[config.mk]
export PLATFORM = sky130hd
export DESIGN_NAME = linefill_rd_master
export DESIGN_NICKNAME = d
export VERILOG_FILES = /design/src/rtl/lf_pkg.sv /design/src/rtl/lf_fill_buf.sv /design/src/rtl/lf_bytesel.sv /design/src/rtl/lf_ctrl.sv /design/src/rtl/linefill_rd_master.sv
export SDC_FILE = /design/constraint.sdc
export NUM_CORES = 1
export LEC_CHECK = 0
export ABC_AREA = 1
export BUFFER_PORTS_ARGS = -buffer_cell sky130_fd_sc_hd__clkbuf_2
export CAP_MARGIN = 10
export CORE_AREA = 2 2 203 205
export CTS_BUF_LIST = sky130_fd_sc_hd__clkbuf_4 sky130_fd_sc_hd__clkbuf_8
export CTS_CLUSTER_SIZE = 8
export DETAILED_ROUTE_END_ITERATION = 7
export DIE_AREA = 0 0 205 207
export PLACE_DENSITY = 0.71
export SLEW_MARGIN = 20
export SYNTH_ARGS = -nofsm -noshare
export SYNTH_HDL_FRONTEND = slang
export SYNTH_HIERARCHICAL = 1
export SYNTH_SLANG_ARGS = --single-unit
[constraint.sdc]
create_clock -name clk -period 3.4 [get_ports clk]
set_input_delay 0.17 -clock clk [delete_from_list [all_inputs] [get_ports clk]]
set_output_delay 0.17 -clock clk [all_outputs]
set_load 0.02 [all_outputs]
[src/rtl/lf_pkg.sv]
package lf_pkg;
  typedef enum logic [2:0] {
    ST_IDLE,
    ST_REQ,
    ST_DATA,
    ST_RESP,
    ST_FILL
  } lf_state_t;
endpackage

[src/rtl/lf_fill_buf.sv]
module lf_fill_buf #(
  parameter int DW    = 64,
  parameter int BEATS = 4,
  localparam int SLW  = $clog2(BEATS)
) (
  input  logic                clk,
  input  logic                rst_n,
  input  logic                wr,
  input  logic [SLW-1:0]      wr_slot,
  input  logic [DW-1:0]       wr_data,
  input  logic [SLW-1:0]      rd_slot,
  output logic [DW-1:0]       rd_data,
  output logic [DW*BEATS-1:0] line
);
  logic [DW-1:0] slot_q [BEATS];

  for (genvar k = 0; k < BEATS; k++) begin : g_slot
    always_ff @(posedge clk) begin
      if (!rst_n)                             slot_q[k] <= '0;
      else if (wr && wr_slot == SLW'(k))      slot_q[k] <= wr_data;
    end
    assign line[k*DW +: DW] = slot_q[k];
  end

  assign rd_data = slot_q[rd_slot];
endmodule

[src/rtl/lf_bytesel.sv]
module lf_bytesel #(
  parameter int DW   = 64,
  localparam int BEW = DW / 8
) (
  input  logic [DW-1:0]  din,
  input  logic [BEW-1:0] be,
  output logic [DW-1:0]  dout
);
  for (genvar i = 0; i < BEW; i++) begin : g_byte
    assign dout[i*8 +: 8] = be[i] ? din[i*8 +: 8] : 8'h00;
  end
endmodule

[src/rtl/lf_ctrl.sv]
module lf_ctrl
  import lf_pkg::*;
#(
  parameter int BEATS    = 4,
  parameter int FILL_CYC = 3,
  localparam int MAXC    = (BEATS > FILL_CYC) ? BEATS : FILL_CYC,
  localparam int CW      = $clog2(MAXC + 1)
) (
  input  logic      clk,
  input  logic      rst_n,
  input  logic      start,
  input  logic      is_line,
  input  logic      is_cacheable,
  input  logic      addrack,
  input  logic      rdack,
  input  logic      rsp_ready,
  output lf_state_t state,
  output logic      idle,
  output logic      bus_req,
  output logic      beat_we,
  output logic      rsp_valid,
  output logic      cw_wr,
  output logic      cw_commit
);
  localparam logic [CW-1:0] LAST_BEAT = CW'(BEATS - 1);
  localparam logic [CW-1:0] LAST_FILL = CW'(FILL_CYC - 1);

  lf_state_t st_q, st_d;
  logic [CW-1:0] cnt_q, cnt_d;

  always_comb begin
    st_d  = st_q;
    cnt_d = cnt_q;
    unique case (st_q)
      ST_IDLE: if (start) begin st_d = ST_REQ; cnt_d = '0; end
      ST_REQ:  if (addrack) st_d = ST_DATA;
      ST_DATA: if (rdack) begin
        if (!is_line || cnt_q == LAST_BEAT) st_d = ST_RESP;
        else cnt_d = cnt_q + 1'b1;
      end
      ST_RESP: if (rsp_ready) begin
        cnt_d = '0;
        st_d  = (is_line && is_cacheable) ? ST_FILL : ST_IDLE;
      end
      ST_FILL: begin
        if (cnt_q == LAST_FILL) st_d = ST_IDLE;
        else cnt_d = cnt_q + 1'b1;
      end
      default: st_d = ST_IDLE;
    endcase
  end

  always_ff @(posedge clk) begin
    if (!rst_n) begin
      st_q  <= ST_IDLE;
      cnt_q <= '0;
    end else begin
      st_q  <= st_d;
      cnt_q <= cnt_d;
    end
  end

  assign state     = st_q;
  assign idle      = (st_q == ST_IDLE);
  assign bus_req   = (st_q == ST_REQ);
  assign beat_we   = (st_q == ST_DATA) && rdack;
  assign rsp_valid = (st_q == ST_RESP);
  assign cw_wr     = (st_q == ST_FILL);
  assign cw_commit = (st_q == ST_FILL) && (cnt_q == LAST_FILL);
endmodule

[src/rtl/linefill_rd_master.sv]
module linefill_rd_master
  import lf_pkg::*;
#(
  parameter int AW       = 32,
  parameter int DW       = 64,
  parameter int BEATS    = 4,
  parameter int FILL_CYC = 3,
  localparam int BEW     = DW / 8,
  localparam int SLW     = $clog2(BEATS),
  localparam int WAW     = SLW + 1,
  localparam int DWOFF   = $clog2(BEW),
  localparam int LNOFF   = DWOFF + SLW
) (
  input  logic                clk,
  input  logic                rst_n,
  input  logic                ld_valid,
  output logic                ld_ready,
  input  logic [AW-1:0]       ld_addr,
  input  logic                ld_line,
  input  logic                ld_cacheable,
  input  logic [BEW-1:0]      ld_be,
  output logic                bus_req,
  output logic                bus_rnw,
  output logic [AW-1:0]       bus_addr,
  output logic [BEW-1:0]      bus_be,
  output logic                bus_size_line,
  input  logic                bus_addrack,
  input  logic                bus_rdack,
  input  logic [DW-1:0]       bus_rddata,
  input  logic [WAW-1:0]      bus_rdwdaddr,
  output logic                rsp_valid,
  input  logic                rsp_ready,
  output logic [DW-1:0]       rsp_data,
  output logic                busy,
  output logic                cw_wr,
  output logic                cw_commit,
  output logic [AW-1:0]       cw_addr,
  output logic [DW*BEATS-1:0] cw_line
);
  logic [AW-1:0]  addr_q;
  logic [BEW-1:0] be_q;
  logic           line_q, cach_q;
  logic           idle, start, beat_we;
  lf_state_t      state;
  logic [DW-1:0]  slot_data;

  assign start = ld_valid && idle;

  always_ff @(posedge clk) begin
    if (!rst_n) begin
      addr_q <= '0;
      be_q   <= '0;
      line_q <= 1'b0;
      cach_q <= 1'b0;
    end else if (start) begin
      addr_q <= ld_addr;
      be_q   <= ld_be;
      line_q <= ld_line;
      cach_q <= ld_cacheable;
    end
  end

  lf_ctrl #(.BEATS(BEATS), .FILL_CYC(FILL_CYC)) u_ctrl (
    .clk          (clk),
    .rst_n        (rst_n),
    .start        (start),
    .is_line      (line_q),
    .is_cacheable (cach_q),
    .addrack      (bus_addrack),
    .rdack        (bus_rdack),
    .rsp_ready    (rsp_ready),
    .state        (state),
    .idle         (idle),
    .bus_req      (bus_req),
    .beat_we      (beat_we),
    .rsp_valid    (rsp_valid),
    .cw_wr        (cw_wr),
    .cw_commit    (cw_commit)
  );

  lf_fill_buf #(.DW(DW), .BEATS(BEATS)) u_buf (
    .clk     (clk),
    .rst_n   (rst_n),
    .wr      (beat_we),
    .wr_slot (bus_rdwdaddr[WAW-1:1]),
    .wr_data (bus_rddata),
    .rd_slot (addr_q[DWOFF +: SLW]),
    .rd_data (slot_data),
    .line    (cw_line)
  );

  lf_bytesel #(.DW(DW)) u_sel (
    .din  (slot_data),
    .be   (be_q),
    .dout (rsp_data)
  );

  assign ld_ready      = idle;
  assign busy          = !idle;
  assign bus_rnw       = 1'b1;
  assign bus_size_line = line_q;
  assign bus_addr      = line_q ? {addr_q[AW-1:LNOFF], {LNOFF{1'b0}}} : addr_q;
  assign bus_be        = line_q ? {BEW{1'b1}} : be_q;
  assign cw_addr       = {addr_q[AW-1:LNOFF], {LNOFF{1'b0}}};
endmodule

## Word-level counts from Yosys, hierarchy flattened

Memories as Yosys holds them, arrays and structs flattened. A register that Yosys moved wholly into a read port is not among the register bits.
Index checks and enable logic that the tools add are counted.

| word-level totals | value |
|---|---|
| register bits after elaboration | 48 |
| bits in latches | 0 |
| memory bits (writable) | 256 |
| memory bits (read-only) | 0 |
| output and inout bits | 400 |
| word-level logic and storage cells | 88 |
| memories kept | 1 |

| operators by class | value |
|---|---|
| add/subtract/negate cells | 1 |
| multiply operators | 0 |
| div/mod/pow operators | 0 |
| $lt $le $gt $ge | 0 |
| equal/unequal tests | 17 |
| shift-type cells | 0 |
| mux-type cells | 43 |
| bitwise gates (word level) | 4 |
| reduce and logical (&&, ||, !) cells | 16 |

Memory list:

| memory | words | bits a word | rd ports | clocked after memory_dff | write ports | RTL line | RTL |
|---|---|---|---|---|---|---|---|
| u_buf.slot_q | 4 | 64 | 5 | 1 | 4 | lf_fill_buf.sv:15 | `logic [DW-1:0] slot_q [BEATS];` |

Operator list:

| kind | number |
|---|---|
| $mux 64 | 4 |
| $mux 8 | 9 |
| $mux 3 | 12 |
| $pmux 3 s5 | 1 |
| $mux 1 | 13 |
| $eq 3x2->1 const B | 4 |
| $pmux 3 s4 | 1 |
| $reduce_and 6->1 | 2 |
| $ne 2x1->1 const B | 5 |
| $logic_and 1x1->1 | 8 |
| $ne 2x2->1 const B | 3 |
| $mux 5 | 1 |
| $eq 2x2->1 const B | 2 |
| $mux 2 | 2 |
| $or 1x1->1 | 4 |
| $reduce_bool 4->1 | 1 |
| $add 3x1->3 const B | 1 |
| $eq 3x1->1 const B | 1 |
| $eq 3x3->1 const B | 1 |
| $logic_not 3->1 | 1 |
| $eq 2x1->1 const B | 1 |
| $logic_not 1->1 | 2 |
| $logic_not 2->1 | 1 |
| $logic_or 1x1->1 | 1 |

## Longest topological paths before layout

Gate-level depths: netlist of run 1.

| depth | value |
|---|---|
| depth in word-level cells | 7 |
| depth in mapped cells | 15 |
| gate-level depth less buffers | 13 |

## By module

The synthesis of run 1 kept the hierarchy.

By module, submodules not included:

| module | instances | cells an instance | area each (sq um) |
|---|---|---|---|
| lf_fill_buf | 1 | 1,366 | 12,484.5 |
| linefill_rd_master | 1 | 344 | 2,239.6 |
| lf_bytesel | 1 | 136 | 520.5 |
| lf_ctrl | 1 | 77 | 474.2 |

## Worst setup path before layout of run 1

Ideal clock, no wire load.

| timing | value |
|---|---|
| kind | flip-flop to flip-flop |
| start point | register u_ctrl.st_q[2], in the netlist u_ctrl/state[2] |
| end point | memory u_buf.slot_q[2][0] (enable) |
| data arrival time | 2.307 ns |
| required time | 2.976 ns |
| setup slack | 0.669 ns |
| cell stages (with the launch flop) | 7 |
| buffers on the path | 1 |
| period minus slack after synthesis | 2.731 ns |
| path through | dfxtp_1 > inv_2 > nand3_2 > nor2_1 > buf_4 > nand3_1 > nand2_1 |

RTL lines:

| item | RTL line | RTL |
|---|---|---|
| start: declaration | lf_ctrl.sv:28 | `lf_state_t st_q, st_d;` |
| start signal: assignment | lf_ctrl.sv:58 | `st_q <= st_d;` |
| end: declaration | lf_fill_buf.sv:15 |  |

==> flow_summary.json, run 1 <==
{
  "status": "completed",
  "start_util": 0.389,
  "drv_cap": 0,
  "setup_viol": 0,
  "synth_mux_area_frac": 0,
  "cp-start-kind": "flop",
  "yosysWarningCount": 6,
  "synthSimpleGateAreaFrac": 0.268,
  "cts_buffers": 52,
  "final_antenna_net_count": 0,
  "synth_area_mm2": 0.0157,
  "final_cell_mix": "507 x clkbuf_2, 492 x nand2_1, 440 x inv_1, 301 x nor2_1, 256 x edfxtp_1",
  "dp_hpwl_um": 32600,
  "portBuffers": 507,
  "cts.sinks": 304,
  "max_slew_margin": 0.501,
  "synth_seq_area_share": 0.550,
  "fmax_mhz": 384,
  "core_mm2": 0.0404,
  "cts_tree": "done",
  "worstPathCellList": "inv_2 > buf_4 > nand3_1 > nand2_1 > nand2_1 > inv_1 > clkbuf_2",
  "nets": 2582,
  "grt_pass1_vias": 14083,
  "crit_required_ns": 3.23,
  "drc": 0,
  "ys_types": 25,
  "grt_overflow": 0,
  "htree_levels": 2,
  "io_pins": 515,
  "cts_resized": 0,
  "slowest_stage": "inv_2",
  "dieWidth_um": 205,
  "path_class": "flop to output port",
  "setup_tns_ns": 0,
  "holdCritPathClass": "input pin to flop",
  "clkLatencyLatePin_ns": 0.62,
  "synth_xor_area_frac": 0,
  "setup.worst_path.end_class": "output port",
  "grtUsageTotal": 0.235,
  "drive_gt1_frac": 0.280,
  "vias": 14225,
  "dr.pass1.iters": 5,
  "wire_per_inst_um": 17.0,
  "antenna_found_initial": 1,
  "drt_iter0_drc": 1148,
  "leakage_uw": 0.0111,
  "synth_compound_area_frac": 0.00287,
  "cpMostUsedCell": "nand2_1",
  "post_cts_buffers": 0,
  "avgSynthCellArea_um2": 8.17,
  "synth_adder_area_share": 0.00239,
  "critical_path.max_fanout": 22,
  "synth-seq-cells": 304,
  "fin_hold_ws_ns": 0.0643,
  "hold_viol_final": 0,
  "cts_root_buf": "clkbuf_8",
  "fin_ws_ns": 0.795,
  "layout_commonest_cell": "clkbuf_2",
  "ir_drop_mv": 0.665,
  "grt_pass1_wl_um": 76800,
  "path_clk_slew_ns": 0.06,
  "period_needed_ns": 2.60,
  "finalMaxSlewViolations": 0,
  "gp_congestion": 0.852,
  "place_worst_setup_slack_ns": 1.17,
  "critical_path.top_delay_family": "buffers and inverters",
  "worst_pin_slew_ns": 0.747,
  "fin_crit_sh": 0.766,
  "fp.dieH_um": 207,
  "die_area_mm2": 0.0424,
  "fin_worst_skew_ns": 0.0187,
  "arrival_ns": 2.43,
  "synth_top_family_by_area": "simple AND/OR/NAND/NOR gates",
  "viasPerCell": 4.68,
  "rows": 74,
  "routed_wl_um": 51500,
  "syn_to_final_growth_pct": 29.5,
  "grt_max_degree": 130,
  "slowest_delay_ns": 0.53,
  "powerDensity_mw_per_mm2": 602,
  "critPathBufInv": 4,
  "synth_cells": 1923,
  "clock_path_buffers": 3,
  "rsz0062_at_grt": "no"
}
-- layer usage --
metal  GRT usage  wire length, um
met1       0.281            20100
met2       0.402            24900
met3      0.0535             4510
met4       0.109             2020
met5           0               11
-- layout make-up --
| class | count | area [um2] |
|---|---|---|
| repair buffers | 634 | 3910 |
| well taps | 532 | 666 |
| fillers | 3701 | 20000 |
| multi-input cells | 1023 | 4350 |
| clock buffers | 77 | 947 |
| flip-flops and latches | 304 | 8660 |
| diodes | 1 | 2.50 |
| inverters | 449 | 1690 |
| clock inverters | 17 | 134 |
-- through the flow --
step                utilization  instances  power, uW  area (um2)
global route              0.504       3036      12900       20300
finish                    0.504       3037      12300       20400
floorplan                     -       1927       7670       15700
global placement          0.451       2834       8610       18200
CTS                       0.504       3036      12300       20300
detailed placement        0.451       2834       8710       18200
-- kinds of logic after synthesis --
logic type | Yosys count
adder cells (fa/ha/maj) | 3
buffers and inverters | 600
flip-flops | 304
AND/OR/NAND/NOR | 1007
AO/OA/AOI/OAI | 7
other | 2
-- final timing paths --
check	end	slack (ns)	startpoint	depth (start not counted)
hold / removal	u_ctrl/cnt_q[2]$_SDFFE_PN0P_	0.06	bus_rdack	6
setup / recovery	rsp_data[26]	0.80	addr_q[4]$_SDFFE_PN0P_	7
hold reg to reg	cach_q$_SDFFE_PN0P_	0.52	cach_q$_SDFFE_PN0P_	4
setup reg to reg	u_buf/slot_q[1][52]$_SDFFCE_PN0P_	1.15	u_ctrl/state[2]$_SDFFE_PN0P_	7
-- state kept, by name, summed over array words and instances, names as in the netlist --
register / cells
bus_size_line: 1
u_ctrl/state: 3
be_q: 8
cach_q: 1
u_ctrl/cnt_q: 3
addr_q: 32
u_buf/slot_q: 256
-- power by group --
group,switching [uW],leakage (uW),internal [uW],total [uW]
Clock,1510,0.000566,1930,3440
Sequential,356,0.00305,4410,4770
Combinational,2820,0.00746,1220,4040
-- repair_timing --
item,CTS,global route
setup endpoints to repair,0,0
endpoints found under the hold margin,301,0
hold buffers,108,0
-- cells in the mapped netlist, drive strengths merged --
library cell,instances,share of area
a21oi,4,0.0013
o21ai,2,0.0011
conb,2,0.00048
inv,448,0.11
nand3b,1,0.00048
edfxtp,256,0.49
clkinv,1,0.00024
clkbuf,2,0.00048
ha,3,0.0024
nand2,498,0.12
nor2,366,0.098
dfxtp,48,0.061
nand4,3,0.0041
nand3,139,0.046
buf,149,0.069
o211ai,1,0.00048
-- tightest hold or removal path, stage by stage --
cell	delay, ns
clkbuf_2	0.09
inv_1	0.08
o21ai_2	0.08
nand3_4	0.11
nor2_1	0.04
nor2_1	0.08
No activity file was read; power rests on OpenSTA's default activity.
==> run 2: changes to the inputs <==
--- a/config.mk
+++ b/config.mk
@@ -8,12 +8,12 @@
 export ABC_AREA = 1
 export BUFFER_PORTS_ARGS = -buffer_cell sky130_fd_sc_hd__clkbuf_2
 export CAP_MARGIN = 10
-export CORE_AREA = 2 2 203 205
+export CORE_AREA = 2 2 201 203
 export CTS_BUF_LIST = sky130_fd_sc_hd__clkbuf_4 sky130_fd_sc_hd__clkbuf_8
 export CTS_CLUSTER_SIZE = 8
 export DETAILED_ROUTE_END_ITERATION = 7
-export DIE_AREA = 0 0 205 207
-export PLACE_DENSITY = 0.71
+export DIE_AREA = 0 0 203 205
+export PLACE_DENSITY = 0.75
 export SLEW_MARGIN = 20
 export SYNTH_ARGS = -nofsm -noshare
 export SYNTH_HDL_FRONTEND = slang
==> constraint.sdc (replaced) <==
create_clock -name clk -period 2.3 [get_ports clk]
set_input_delay 0.115 -clock clk [delete_from_list [all_inputs] [get_ports clk]]
set_output_delay 0.115 -clock clk [all_outputs]
set_load 0.02 [all_outputs]
==> flow_summary.json, run 2 (synthesis results as in run 1) <==
{
  "final_antenna_net_count": 0,
  "cts_tree": "done",
  "dieWidth_um": 203,
  "dr.pass1.iters": 6,
  "status": "completed",
  "rows": 73,
  "hold_end": "u_ctrl/cnt_q[2]$_SDFFE_PN0P_",
  "cts_root_buf": "clkbuf_8",
  "largest_reg_flops": 256,
  "hold_viol_final": 0,
  "worstHoldStart": "rsp_ready",
  "final_cell_mix": "507 x clkbuf_2, 492 x nand2_1, 440 x inv_1, 301 x nor2_1, 256 x edfxtp_1",
  "fmax_mhz": 452,
  "layout.area.seq_mm2": 0.00866,
  "drv_cap": 0,
  "r2r_cells": 7,
  "holdCritPathClass": "input pin to flop",
  "placed_area_mm2": 0.0183,
  "grt_overflow": 0,
  "io_pins": 515,
  "gp_congestion": 0.874,
  "grt_pass1_wl_um": 78000,
  "post_cts_buffers": 0,
  "vias": 14395,
  "start_util": 0.399,
  "syn_to_final_growth_pct": 30.4,
  "viasPerCell": 4.74,
  "dp_hpwl_um": 34000,
  "setup_tns_ns": 0,
  "die_area_mm2": 0.0416,
  "r2r_slack_ns": 0.39,
  "top_register": "u_buf/slot_q",
  "drt_iter0_drc": 1130,
  "cts.sinks": 304,
  "path_class": "flop to output port",
  "portBuffers": 507,
  "power_uw": 18100,
  "setup.worst_path.end_class": "output port",
  "critical_path.max_fanout": 28,
  "cts_buffers": 51,
  "setup_viol": 0,
  "routed_wl_um": 52900,
  "rsz0062_at_grt": "no",
  "worst_pin_slew_ns": 0.761,
  "cp-start-kind": "flop",
  "stdcell_area_mm2": 0.0205,
  "arrival_ns": 2.10,
  "n_fill_cell": 3430,
  "timing.rr.start": "u_ctrl/state[2]$_SDFFE_PN0P_",
  "fin_worst_skew_ns": 0.0170,
  "hold_path_depth": 8,
  "multiInputGateArea_mm2": 0.00435,
  "core_mm2": 0.0394,
  "nets": 2593,
  "timing.rr.end": "u_buf/slot_q[3][63]$_SDFFCE_PN0P_",
  "leakage_uw": 0.0112,
  "fin_hold_ws_ns": 0.0756,
  "layout_commonest_cell": "clkbuf_2",
  "wire_per_inst_um": 17.4,
  "grt_max_degree": 71,
  "clock_path_buffers": 3,
  "finalMaxSlewViolations": 0,
  "fin_util": 0.521,
  "period_needed_ns": 2.21,
  "grt_pass1_vias": 14361,
  "ir_drop_mv": 0.805,
  "reg_top3": "u_buf/slot_q x256, addr_q x32, be_q x8",
  "clkLatencyLatePin_ns": 0.61,
  "crit_required_ns": 2.18,
  "htree_levels": 2,
  "grtUsageTotal": 0.244,
  "drc": 0,
  "powerDensity_mw_per_mm2": 882,
  "path_clk_slew_ns": 0.07,
  "fin_crit_sh": 0.963,
  "fp.dieH_um": 205,
  "drive_gt1_frac": 0.282,
  "antenna_found_initial": 3,
  "max_slew_margin": 0.492
}
-- run 2: cell count changes in the layout (fill, tap and decap cells not counted), sizes merged --
cell / previous run / this run
clkinv: 13 / 14
diode: 1 / 2
dlygate4sd3: 108 / 109
buf: 19 / 29
clkbuf: 584 / 585
clkinvlp: 3 / 0
bufinv: 2 / 1
-- run 2: final cells by class --
class / instances / share of cell area
Sequential cell: 304 / 0.422
Multi-Input combinational cell: 1023 / 0.212
Timing Repair Buffer: 646 / 0.200
Inverter: 449 / 0.0825
Clock buffer: 77 / 0.0462
Tap cell: 525 / 0.0321
Clock inverter: 14 / 0.00409
Antenna cell: 2 / 0.000244
-- run 2: how the worst max path moves through the flow --
| stage | slack [ns] | depth (start not counted) | to | from |
|---|---|---|---|---|
| floorplan | 0.18 | 6 | u_buf/slot_q[1][0]$_SDFFCE_PN0P_ | u_ctrl/state[2]$_SDFFE_PN0P_ |
| global placement | 0.44 | 7 | u_buf/slot_q[3][39]$_SDFFCE_PN0P_ | u_ctrl/state[2]$_SDFFE_PN0P_ |
| detailed placement | 0.36 | 7 | u_buf/slot_q[3][24]$_SDFFCE_PN0P_ | u_ctrl/state[2]$_SDFFE_PN0P_ |
| CTS | 0.01 | 6 | rsp_data[0] | addr_q[4]$_SDFFE_PN0P_ |
| global route | 0.01 | 7 | rsp_data[0] | addr_q[4]$_SDFFE_PN0P_ |
| finish | 0.09 | 6 | rsp_data[37] | addr_q[4]$_SDFFE_PN0P_ |
-- run 2: worst max-delay path, cell delays in order (launching register included) --
cell      delay [ns]
dfxtp_4         0.45
buf_4           0.42
nand3_1         0.18
nand2_1         0.11
nand2_1         0.06
inv_1           0.09
clkbuf_2        0.16
-- run 2: timing repair --
action                                 in CTS  in global routing
endpoints found under the hold margin     304                  0
setup endpoints to repair                   8                  9
gates resized for setup                     2                  3
hold buffers                              109                  0
-- run 2: stage by stage --
step           cells  setup slack [ns]
2_1_floorplan   1927             0.181
3_5_place_dp    2838             0.364
3_3_place_gp    2838             0.437
5_1_grt         3039            0.0102
6_report        3040            0.0862
4_1_cts         3038            0.0138
-- run 2: report_power, final --
group	switching (uW)	leakage [uW]	internal, uW
combinational	4200	0.00756	1880
clock	2190	0.000551	2720
sequential	576	0.00305	6520
total	6970	0.0112	11100
-- run 2: metal layers --
| metal | wire [um] | track usage | vias to the layer above |
|---|---|---|---|
| met5 | 13 | 0 | - |
| met4 | 2260 | 0.117 | 2 |
| met3 | 4820 | 0.0627 | 184 |
| met2 | 25900 | 0.429 | 857 |
| met1 | 19800 | 0.278 | 6613 |
| li1 | - | - | 6739 |
